==> src/rtl/fap_pkg.sv <==
package fap_pkg;
  typedef enum logic [2:0] {
    CYC_CNT_CLR = 3'd0,
    CYC_REG_CLR = 3'd1,
    CYC_Y_CLR   = 3'd2,
    CYC_JUMP    = 3'd3,
    CYC_LOAD    = 3'd4
  } cyc_mode_e;
endpackage

==> src/rtl/fap_preset_reg.sv <==
module fap_preset_reg #(
  parameter int XW = 3,
  parameter int YW = 2
) (
  input  logic          clk,
  input  logic          rst_n,
  input  logic          clr,
  input  logic          ld,
  input  logic [XW-1:0] d_x,
  input  logic [YW-1:0] d_y,
  output logic [XW-1:0] q_x,
  output logic [YW-1:0] q_y
);
  always_ff @(posedge clk) begin
    if (!rst_n || clr) begin
      q_x <= '0;
      q_y <= '0;
    end else if (ld) begin
      q_x <= d_x;
      q_y <= d_y;
    end
  end

  // the preset survives every cycle that neither clears nor loads it
  a_r4_preset_hold: assert property (@(posedge clk) disable iff (!rst_n)
    (!clr && !ld) |=> $stable({q_x, q_y}));

  // a clear leaves the preset at zero
  a_r5_preset_zero: assert property (@(posedge clk) disable iff (!rst_n)
    clr |=> (q_x == '0 && q_y == '0));
endmodule

==> src/rtl/fap_xy_counter.sv <==
module fap_xy_counter #(
  parameter int LINE_LEN = 8,
  parameter int LINE_CNT = 4,
  parameter int XW = 3,
  parameter int YW = 2
) (
  input  logic          clk,
  input  logic          rst_n,
  input  logic          load,
  input  logic [XW-1:0] ld_x,
  input  logic [YW-1:0] ld_y,
  input  logic          zero_all,
  input  logic          zero_y,
  input  logic          adv,
  output logic [XW-1:0] x,
  output logic [YW-1:0] y
);
  localparam logic [XW-1:0] X_LAST = XW'(LINE_LEN - 1);
  localparam logic [YW-1:0] Y_LAST = YW'(LINE_CNT - 1);

  logic step_only;
  assign step_only = adv && !load && !zero_all && !zero_y;

  always_ff @(posedge clk) begin
    if (!rst_n || zero_all) begin
      x <= '0;
      y <= '0;
    end else if (load) begin
      x <= ld_x;
      y <= ld_y;
    end else if (zero_y) begin
      y <= '0;
    end else if (adv) begin
      if (x == X_LAST) begin
        x <= '0;
        y <= (y == Y_LAST) ? '0 : y + 1'b1;
      end else begin
        x <= x + 1'b1;
      end
    end
  end

  // stepping inside a line
  a_r2_x_step: assert property (@(posedge clk) disable iff (!rst_n)
    (step_only && x != X_LAST) |=> (x == $past(x) + 1'b1 && y == $past(y)));

  // end of line moves to the next line
  a_r2_line_wrap: assert property (@(posedge clk) disable iff (!rst_n)
    (step_only && x == X_LAST && y != Y_LAST) |=> (x == '0 && y == $past(y) + 1'b1));

  // end of field returns to the origin
  a_r2_field_wrap: assert property (@(posedge clk) disable iff (!rst_n)
    (step_only && x == X_LAST && y == Y_LAST) |=> (x == '0 && y == '0));

  // a line clear keeps X
  a_r6_keep_x: assert property (@(posedge clk) disable iff (!rst_n)
    (zero_y && !zero_all && !load) |=> (y == '0 && x == $past(x)));
endmodule

==> src/rtl/fap_access_gate.sv <==
module fap_access_gate #(
  parameter int ENA_DLY = 3
) (
  input  logic clk,
  input  logic rst_n,
  input  logic busy,
  input  logic restart,
  output logic ready
);
  localparam int CW = $clog2(ENA_DLY + 1);
  localparam logic [CW-1:0] DLY_INIT = CW'(ENA_DLY);

  logic [CW-1:0] wait_cnt;

  always_ff @(posedge clk) begin
    if (!rst_n) begin
      wait_cnt <= '0;
    end else if (restart) begin
      wait_cnt <= DLY_INIT;
    end else if (wait_cnt != '0) begin
      wait_cnt <= wait_cnt - 1'b1;
    end
  end

  assign ready = (wait_cnt == '0) && !busy;

  // an accepted cycle always closes the access window next clock
  a_r8_closed_after: assert property (@(posedge clk) disable iff (!rst_n)
    restart |=> !ready);

  // the window never reopens while a request is present
  a_r8_busy_block: assert property (@(posedge clk) disable iff (!rst_n)
    busy |-> !ready);
endmodule

==> src/rtl/fmem_addr_ptr.sv <==
module fmem_addr_ptr
  import fap_pkg::*;
#(
  parameter int LINE_LEN = 8,
  parameter int LINE_CNT = 4,
  parameter int ENA_DLY  = 3,
  localparam int XW = (LINE_LEN > 1) ? $clog2(LINE_LEN) : 1,
  localparam int YW = (LINE_CNT > 1) ? $clog2(LINE_CNT) : 1
) (
  input  logic          clk,
  input  logic          rst_n,
  input  logic          cyc_valid,
  input  logic [2:0]    cyc_mode,
  input  logic          sub_en_a,
  input  logic          sub_en_b,
  input  logic [XW-1:0] set_x,
  input  logic [YW-1:0] set_y,
  input  logic          acc_valid,
  output logic          acc_ready,
  output logic [XW-1:0] ptr_x,
  output logic [YW-1:0] ptr_y,
  output logic          mode_err
);
  logic is_cnt, is_reg, is_y, is_jump, is_load, bad_req, cyc_ok;
  logic [XW-1:0] pre_x;
  logic [YW-1:0] pre_y;

  always_comb begin
    is_cnt  = 1'b0;
    is_reg  = 1'b0;
    is_y    = 1'b0;
    is_jump = 1'b0;
    is_load = 1'b0;
    bad_req = 1'b0;
    if (cyc_valid) begin
      case (cyc_mode)
        CYC_CNT_CLR: is_cnt = 1'b1;
        CYC_REG_CLR: if (sub_en_a || sub_en_b) bad_req = 1'b1; else is_reg = 1'b1;
        CYC_Y_CLR:   is_y = 1'b1;
        CYC_JUMP:    is_jump = 1'b1;
        CYC_LOAD:    if (int'(set_x) >= LINE_LEN || int'(set_y) >= LINE_CNT) bad_req = 1'b1;
                     else is_load = 1'b1;
        default:     bad_req = 1'b1;
      endcase
    end
  end

  assign cyc_ok = cyc_valid && !bad_req;

  fap_preset_reg #(.XW(XW), .YW(YW)) u_preset (
    .clk(clk), .rst_n(rst_n), .clr(is_reg), .ld(is_load),
    .d_x(set_x), .d_y(set_y), .q_x(pre_x), .q_y(pre_y)
  );

  fap_xy_counter #(.LINE_LEN(LINE_LEN), .LINE_CNT(LINE_CNT), .XW(XW), .YW(YW)) u_cnt (
    .clk(clk), .rst_n(rst_n),
    .load(is_load || is_jump),
    .ld_x(is_load ? set_x : pre_x),
    .ld_y(is_load ? set_y : pre_y),
    .zero_all(is_cnt || is_reg),
    .zero_y(is_y),
    .adv(acc_valid && acc_ready),
    .x(ptr_x), .y(ptr_y)
  );

  fap_access_gate #(.ENA_DLY(ENA_DLY)) u_gate (
    .clk(clk), .rst_n(rst_n), .busy(cyc_valid), .restart(cyc_ok), .ready(acc_ready)
  );

  always_ff @(posedge clk) begin
    if (!rst_n) mode_err <= 1'b0;
    else        mode_err <= cyc_valid && bad_req;
  end

  // the pointer never leaves the field
  a_r1_in_range: assert property (@(posedge clk) disable iff (!rst_n)
    (int'(ptr_x) < LINE_LEN && int'(ptr_y) < LINE_CNT));

  // a stalled or absent access leaves the pointer alone
  a_r8_stall_hold: assert property (@(posedge clk) disable iff (!rst_n)
    (!cyc_valid && !(acc_valid && acc_ready)) |=> $stable({ptr_x, ptr_y}));

  // a prohibited request moves nothing and flags once
  a_r9_bad_hold: assert property (@(posedge clk) disable iff (!rst_n)
    (cyc_valid && bad_req) |=> ($stable({ptr_x, ptr_y}) && mode_err));

  // the flag is only raised by a prohibited request
  a_r9_flag_cause: assert property (@(posedge clk) disable iff (!rst_n)
    !(cyc_valid && bad_req) |=> !mode_err);

  // a load shows the supplied address next clock
  a_r3_load_seen: assert property (@(posedge clk) disable iff (!rst_n)
    is_load |=> (ptr_x == $past(set_x) && ptr_y == $past(set_y)));

  // a jump shows the stored preset next clock
  a_r7_jump_seen: assert property (@(posedge clk) disable iff (!rst_n)
    is_jump |=> (ptr_x == $past(pre_x) && ptr_y == $past(pre_y)));
endmodule

==> config.mk <==
export PLATFORM = sky130hd
export DESIGN_NAME = fmem_addr_ptr
export DESIGN_NICKNAME = d
export VERILOG_FILES = /design/src/rtl/fap_pkg.sv /design/src/rtl/fap_preset_reg.sv /design/src/rtl/fap_xy_counter.sv /design/src/rtl/fap_access_gate.sv /design/src/rtl/fmem_addr_ptr.sv
export SDC_FILE = /design/constraint.sdc
export NUM_CORES = 1
export LEC_CHECK = 0
export ABC_AREA = 1
export BUFFER_PORTS_ARGS = -buffer_cell sky130_fd_sc_hd__buf_2
export CORE_MARGIN = 2
export CORE_UTILIZATION = 44
export DETAILED_ROUTE_END_ITERATION = 8
export PLACE_DENSITY = 0.67
export SYNTH_ARGS = -nofsm -noshare
export SYNTH_HDL_FRONTEND = slang
export SYNTH_SLANG_ARGS = --single-unit
==> constraint.sdc <==
create_clock -name clk -period 1.31 [get_ports clk]
set_input_delay 0.131 -clock clk [delete_from_list [all_inputs] [get_ports clk]]
set_output_delay 0.131 -clock clk [all_outputs]
set_load 0.02 [all_outputs]
# Word level (Yosys, flattened, before mapping)
# Cells that the tools add are included.
dict set report classes {
  addsub 3
  muxes 27
  n_reduce_logical 22
  n_eq_ne 7
}
# cell count
set op_table {}
lappend op_table {{two-way mux 2 bit} 8}
lappend op_table {{two-way mux 3 bit} 5}
lappend op_table {{two-way mux 1 bit} 13}
lappend op_table {{== test 3 x 2 -> 1 bit, second input constant} 2}
lappend op_table {{== test 3 bit, second input constant} 2}
lappend op_table {{nonzero test 2 bit} 3}
lappend op_table {{nonzero test 3 bit} 2}
lappend op_table {{logical OR 1 bit} 5}
lappend op_table {{logical AND 1 bit} 4}
lappend op_table {{AND reduction 2 bit} 2}
lappend op_table {{OR reduction 4 bit} 1}
lappend op_table {{adder 3 x 1 -> 3 bit, second input constant} 1}
lappend op_table {{== test 3 x 1 -> 1 bit, second input constant} 1}
lappend op_table {{logical NOT 1 bit} 3}
lappend op_table {{logical NOT 3 bit} 1}
lappend op_table {{adder 2 x 1 -> 2 bit, second input constant} 1}
lappend op_table {{== test 2 bit, second input constant} 1}
lappend op_table {{logical NOT 2 bit} 1}
lappend op_table {{!= test 2 x 1 -> 1 bit, second input constant} 1}
lappend op_table {{one-hot mux 1 bit (2 select lines)} 1}
lappend op_table {{subtractor 2 x 1 -> 2 bit, second input constant} 1}
dict set report word_totals {
  word_cells 65
  inputBits 14
  regBits 13
  out_inout_bits 7
}

# Longest topological paths before layout
# Gate-level depths: netlist of run 1.
dict set report logic_depth {
  word_depth 7
  depth_mapped 9
  mapped_depth_nobuf 8
}

# Hierarchy
# Synthesis of run 1 repeated with hierarchy kept, for this count alone.
dict set report hier_totals {
  hier_cells 139
  hier_area_um2 858.3
}
# mod cells_each area_each_um2 seq_area_each_um2 instances
set modules_own_cells {}
lappend modules_own_cells {fap_xy_counter 49 335.3 100.1 1}
lappend modules_own_cells {fmem_addr_ptr 47 231.5 20.0 1}
lappend modules_own_cells {fap_preset_reg 23 173.9 100.1 1}
lappend modules_own_cells {fap_access_gate 20 117.6 40.0 1}

# Worst setup path after synthesis of run 1
# Ideal clock, no wire load.
dict set report synth_path {
  kind {register to register}
  from {register u_cnt.x[0]}
  to {register u_cnt.y[0]}
  path_stages_with_launch 8
  n_path_buf 0
  setup_slack_ns 0.000
  required_time_ns 1.197
  synth_period_minus_slack_ns 1.310
  arrival_ns 1.198
  setup_time_ns 0.113
  path_cell_list {dfxtp_1 -> ha_1 -> ha_1 -> nand4_1 -> nand3_2 -> nand2_1 -> nor2_1 -> nor2_1}
}
dict set report synth_between {
  elab_chain_len 3
}
# item line
set synth_lines {}
lappend synth_lines {{start: declaration} fap_xy_counter.sv:15} ;# output logic [XW-1:0] x,
lappend synth_lines {{start signal: assignment} fap_xy_counter.sv:29} ;# x <= ld_x;
lappend synth_lines {{start signal: assignment} fap_xy_counter.sv:38} ;# x <= x + 1'b1;
lappend synth_lines {{== test 3 bit} fap_xy_counter.sv:34} ;# if (x == X_LAST) begin
lappend synth_lines {{nonzero test 3 bit (no source line)} -}
lappend synth_lines {{AND reduction 2 bit (no source line)} -}
lappend synth_lines {{end signal: assignment} fap_xy_counter.sv:30} ;# y <= ld_y;
lappend synth_lines {{end signal: assignment} fap_xy_counter.sv:36} ;# y <= (y == Y_LAST) ? '0 : y + 1'b1;
lappend synth_lines {{end: declaration} fap_xy_counter.sv:16} ;# output logic [YW-1:0] y
# No other way between the ends.
# A chain may end at the register's enable or synchronous reset.

# Worst setup path in the final report of run 1
dict set report layout_path {
  from {register u_cnt.x[0]}
  to {register u_cnt.y[1]}
}
# Same word-level chain as after synthesis.

==> results of run 1 <==
## worst max-delay path: cells and delay by family (launching register included)
family / cells / cell delay, ns
fa+ha+maj: 2 / 0.39
buf+inv: 1 / 0.13
flops: 1 / 0.34
simple gates: 4 / 0.29
## path summary, 6_finish.rpt
kind	endpoint	slack, ns	depth (start not counted)
max	u_cnt.y[1]	0.06	7
min	u_gate.wait_cnt[0]	0.14	3
min reg2reg	u_preset.q_x[0]	0.53	4
max reg2reg	u_cnt.y[1]	0.06	7
## synthesized netlist by cell type
master,number,area share
nor2_2,1,0.0075
a21oi_1,3,0.018
inv_1,21,0.095
nand2_1,23,0.10
nand3b_1,2,0.018
xor2_1,1,0.011
nand3_2,2,0.024
nor3_1,1,0.0060
nor2_1,22,0.099
ha_1,4,0.060
nand3_1,17,0.10
inv_2,2,0.0090
clkinv_2,1,0.0060
nand2_2,1,0.0075
buf_8,1,0.018
o21ai_0,1,0.0060
nand2_4,4,0.054
nor2_4,1,0.014
nand4_1,4,0.030
dfxtp_1,13,0.31
## routing by layer
layer	track usage	vias up	routed length (µm)
met3	0.0340	4	92
met5	0	-	0
li1	-	441	-
met4	0.0500	0	10
met2	0.284	32	826
met1	0.233	347	793
## flip-flops by register name (all words and copies together), names as in the netlist
name	count
u_gate.wait_cnt	2
u_preset.q_x	3
mode_err	1
u_cnt.x	3
u_cnt.y	2
u_preset.q_y	2
## where the power goes
part | switching (mW) | internal [mW] | total, mW
combinational | 0.251 | 0.188 | 0.438
clock | 0.124 | 0.118 | 0.241
sequential | 0.0360 | 0.455 | 0.491
## final cells by class
cell class | count | area, µm²
inverters | 24 | 91.3
fillers | 183 | 727
clock buffers | 4 | 26.3
multi-input cells | 87 | 479
well taps | 25 | 31.3
repair buffers | 23 | 125
flip-flops and latches | 13 | 265
## logic make-up after synthesis
group                      after synthesis  synth area share
and+or+nand+nor                         78             0.465
xor gates and xnor gates                 1            0.0105
adders and majority gates                4            0.0601
buffers and inverters                   25             0.128
DFF                                     13             0.312
AOI/OAI and AO/OA                        4            0.0240
## what timing repair did
action | 4_1_cts | 5_1_grt
hold endpoints to repair | 0 | 0
pin swaps | 0 | 3
setup buffers | 0 | 1
gates resized for setup | 1 | 7
endpoints found under the setup margin | 1 | 6
==> flow_metrics.env, run 1 <==
export IMPL_status="completed"
export IMPL_io_buffers=20
export IMPL_leakagePower_nw=0.571
export IMPL_synth_nets=143
export IMPL_cp_required_ns=1.47
export IMPL_finalClockSkew_ns=0.00611
export IMPL_htreeDepth=1
export IMPL_worstMarginPinSlew_ns=0.221
export IMPL_ir_worst_vdd_uv=554
export IMPL_syn_inst=125
export IMPL_final_common_cell="nand2_1"
export IMPL_vias_per_cell=4.68
export IMPL_wl_per_cell_um=9.78
export IMPL_start_kind="register"
export IMPL_synth_area_um2=833
export IMPL_gp_congestion=0.792
export IMPL_place_inst=171
export IMPL_vias=824
export IMPL_drv_cap=0
export IMPL_post_route_util=0.584
export IMPL_power_mw=1.17
export IMPL_die_h_um=47.5
export IMPL_hp_class="primary input to register"
export IMPL_final_setup_worst_slack_ns=0.0618
export IMPL_drv_slew=0
export IMPL_whs_ns=0.140
export IMPL_critPathCaptureType="register"
export IMPL_dr_first_iter_drc_count=17
export IMPL_ant_nets=0
export IMPL_dp_hpwl_mm=1.42
export IMPL_grt_usage=0.174
export IMPL_synth_yosys_warnings=0
export IMPL_drt_drc_violations_left=0
export IMPL_synth_area_per_cell_um2=6.67
export IMPL_drt_wl_total_mm=1.72
export IMPL_ys_seq_area_frac=0.312
export IMPL_tritoncts="done"
export IMPL_worstReg2RegStart="u_cnt.x[0]"
export IMPL_fin_tns_setup_ns=0
export IMPL_clock_latency_ns=0.27
export IMPL_die_x_um=47.5
export IMPL_post_dp_cell_area_um2=966
export IMPL_numCtsBuffers=3
export IMPL_setup_worst_path_start="u_cnt.x[0]"
export IMPL_setup_violations=0
export IMPL_max_clock_path_buffers=2
export IMPL_p_per_area_nw_per_um2=1150
export IMPL_grt_max_degree=16
export IMPL_worstPathArrival_ns=1.41
export IMPL_design_area_um2=1020
export IMPL_min_from="rst_n"
export IMPL_first_pass_iters=4
export IMPL_antenna_found_initial=0
export IMPL_path_class="register to register"
export IMPL_area_growth_pct=22.2
export IMPL_synth_seq_cells=13
export IMPL_ys_types=20
export IMPL_max_freq_mhz=801
export IMPL_dieArea_um2=2260
export IMPL_worstPathCellList="ha_1 -> ha_1 -> nand4_1 -> buf_4 -> nand4_1 -> nand2_1 -> nor2_1"
export IMPL_cts_root_buf="clkbuf_4"
export IMPL_cts_hold_buf=0
export IMPL_worst_path_largest_cell_delay_ns=0.34
export IMPL_core_area_um2=1750
export IMPL_final_hold_viol_count=0
export IMPL_fin_crit_sh=0.953
export IMPL_initial_core_util=0.477
export IMPL_grt_pass1_vias=694
export IMPL_grt_pass1_wl_mm=2.80
export IMPL_rows=15
export IMPL_ios=21
export IMPL_gr_total_overflow=0
export IMPL_final_nets=170
export IMPL_clock_sinks=13
export IMPL_antennaDiodeCount=0
export IMPL_preCtsSetupSlack_ns=0.0549
export IMPL_mostFrequentLayoutCells="nand2_1, nor2_1, inv_1, buf_2, nand3_1"
export IMPL_stdcell_count=176
export IMPL_worst_path_max_fanout=4
export IMPL_fin_crit_ns=1.25
export IMPL_drive_gt1_frac=0.298
export IMPL_slowest_stage="dfxtp_2"
export IMPL_clk_pin_slew_ns=0.08
export IMPL_relSlewSlack=0.853
(Power assumes the default switching activity.)
==> run 2: changes to the inputs <==
==> constraint.sdc (replaced) <==
create_clock -name clk -period 1.4 [get_ports clk]
set_input_delay 0.14 -clock clk [delete_from_list [all_inputs] [get_ports clk]]
set_output_delay 0.14 -clock clk [all_outputs]
set_load 0.02 [all_outputs]
==> run 2 against run 1 <==
Count of clock-buffer cells in the layout stayed put; hold slack better by 0.015 ns; cell area is 1.8% lower; sequential share of layout area is 0.11 points higher; worst setup slack better by 0.056 ns; critical path type is now register to primary output.
==> flow_metrics.env, run 2 (synthesized netlist as in run 1, its figures left out) <==
export IMPL_fin_tns_setup_ns=0
export IMPL_fin_crit_sh=0.916
export IMPL_cp_common_cell="inv_1"
export IMPL_stdcell_count=174
export IMPL_preCtsSetupSlack_ns=0.0771
export IMPL_max_freq_mhz=780
export IMPL_vias_per_cell=4.72
export IMPL_post_dp_cell_area_um2=957
export IMPL_io_buffers=20
export IMPL_worstReg2RegStart="u_cnt.x[0]"
export IMPL_cts_root_buf="clkbuf_4"
export IMPL_internal_power_mw=0.702
export IMPL_dieArea_um2=2260
export IMPL_relSlewSlack=0.849
export IMPL_worstPathCellList="inv_1 -> ha_4 -> inv_1 -> nor2_1 -> buf_4"
export IMPL_worst_path_largest_cell_delay_ns=0.35
export IMPL_gr_usage_met3=0.0340
export IMPL_drv_slew=0
export IMPL_cts_resized=0
export IMPL_ir_worst_vdd_uv=454
export IMPL_drive_gt1_frac=0.255
export IMPL_setup_violations=0
export IMPL_clock_sinks=13
export IMPL_leakagePower_nw=0.560
export IMPL_finalClockSkew_ns=0.00685
export IMPL_met1_usage=0.205
export IMPL_tritoncts="done"
export IMPL_reg2reg_slack_ns=0.14
export IMPL_first_pass_iters=4
export IMPL_p_per_area_nw_per_um2=1080
export IMPL_final_common_cell="nand2_1"
export IMPL_drt_wl_total_mm=1.69
export IMPL_grt_pass1_wl_mm=2.64
export IMPL_worstPathArrival_ns=1.14
export IMPL_grt_usage=0.167
export IMPL_gp_congestion=0.817
export IMPL_gr_total_overflow=0
export IMPL_cp_required_ns=1.26
export IMPL_htreeDepth=1
export IMPL_final_setup_worst_slack_ns=0.118
export IMPL_grt_max_degree=16
export IMPL_vias=822
export IMPL_rsz0062_at_grt="no"
export IMPL_dr_first_iter_drc_count=9
export IMPL_worstMarginPinSlew_ns=0.227
export IMPL_fin_crit_ns=1.28
export IMPL_cts_hold_buf=0
export IMPL_rows=15
export IMPL_wl_per_cell_um=9.72
export IMPL_cts_setup_buffers=0
export IMPL_dp_hpwl_mm=1.39
export IMPL_die_h_um=47.5
export IMPL_slowest_stage="dfxtp_1"
export IMPL_area_growth_pct=20.0
export IMPL_seq_power_share=0.414
export IMPL_antenna_found_initial=0
export IMPL_combPwrFrac=0.373
export IMPL_ios=21
export IMPL_max_clock_path_buffers=2
export IMPL_drt_drc_violations_left=0
export IMPL_place_inst=170
export IMPL_critPathCaptureType="primary output"
export IMPL_p_sw_mw=0.378
export IMPL_mostFrequentLayoutCells="nand2_1, nor2_1, inv_1, buf_2, nand3_1"
export IMPL_met2_usage=0.284
export IMPL_status="completed"
export IMPL_final_nets=168
export IMPL_initial_core_util=0.477
export IMPL_setup_worst_path_start="u_gate.wait_cnt[0]"
export IMPL_start_kind="register"
export IMPL_numCtsBuffers=3
export IMPL_top_usage_layer="met2"
export IMPL_antennaDiodeCount=0
export IMPL_clk_pin_slew_ns=0.08
export IMPL_path_delay_family="flip-flops"
export IMPL_design_area_um2=1000
export IMPL_min_from="rst_n"
export IMPL_drv_cap=0
export IMPL_hp_class="primary input to register"
export IMPL_fillers=180
export IMPL_ant_nets=0
export IMPL_die_x_um=47.5
export IMPL_path_buf_inv=3
export IMPL_final_hold_viol_count=0
export IMPL_top_regs="u_cnt.x: 3 flops, u_preset.q_x: 3 flops"
export IMPL_clockPowerShare=0.213
export IMPL_worst_path_max_fanout=4
export IMPL_p_sw_frac=0.350
export IMPL_grt_pass1_vias=680
export IMPL_power_mw=1.08
export IMPL_clock_latency_ns=0.27
export IMPL_path_class="register to primary output"
export IMPL_core_area_um2=1750
[run 2: cell count changes in the layout (fill, tap and decap cells not counted)]
| cell | previous run | this run |
|---|---|---|
| dfxtp_1 | 9 | 12 |
| dfxtp_2 | 4 | 1 |
| buf_4 | 4 | 2 |
| inv_1 | 19 | 21 |
| inv_2 | 4 | 2 |
[run 2: final cells by class]
class | count | area [µm²] | share of cell area
clock buffer | 4 | 26.3 | 0.0263
sequential | 13 | 262 | 0.262
tap | 25 | 31.3 | 0.0313
inverter | 24 | 91.3 | 0.0914
multi-input combinational | 87 | 479 | 0.479
timing repair buffer | 21 | 110 | 0.110
[run 2: final timing paths]
| kind | end | cells after the start |
|---|---|---|
| worst max-delay path | acc_ready | 5 |
| worst min-delay path | u_gate.wait_cnt[0] | 3 |
| worst max register to register | u_cnt.y[1] | 7 |
| worst min register to register | u_preset.q_x[0] | 4 |
[run 2: metal layers]
layer,share of wire,up-vias
met3,0.043,2
met5,0,-
met2,0.50,15
li1,-,441
met4,0.0095,0
met1,0.45,364
[run 2: metrics by stage]
step           hold slack [ns]   util
2_1_floorplan            0.292      -
3_3_place_gp             0.435  0.548
3_5_place_dp             0.440  0.548
4_1_cts                  0.143  0.563
5_1_grt                  0.146  0.573
6_report                 0.156  0.573
[run 2: power by group through the flow]
stage | clock (mW) | sequential (mW) | combinational, mW
after global routing | 0.266 | 0.457 | 0.457
after global placement | 0 | 0.454 | 0.355
final | 0.230 | 0.447 | 0.403
after detailed placement | 0 | 0.456 | 0.365
after CTS | 0.240 | 0.447 | 0.368
after floorplan | 0 | 0.475 | 0.247
[run 2: worst register-to-register path, stage by stage (launching register included)]
cell and delay [ns]:
dfxtp_2 0.36, ha_1 0.15, ha_1 0.16, nand4_1 0.17, nand3_2 0.12, nand2_1 0.05
nor2_1 0.09, nor2_1 0.05
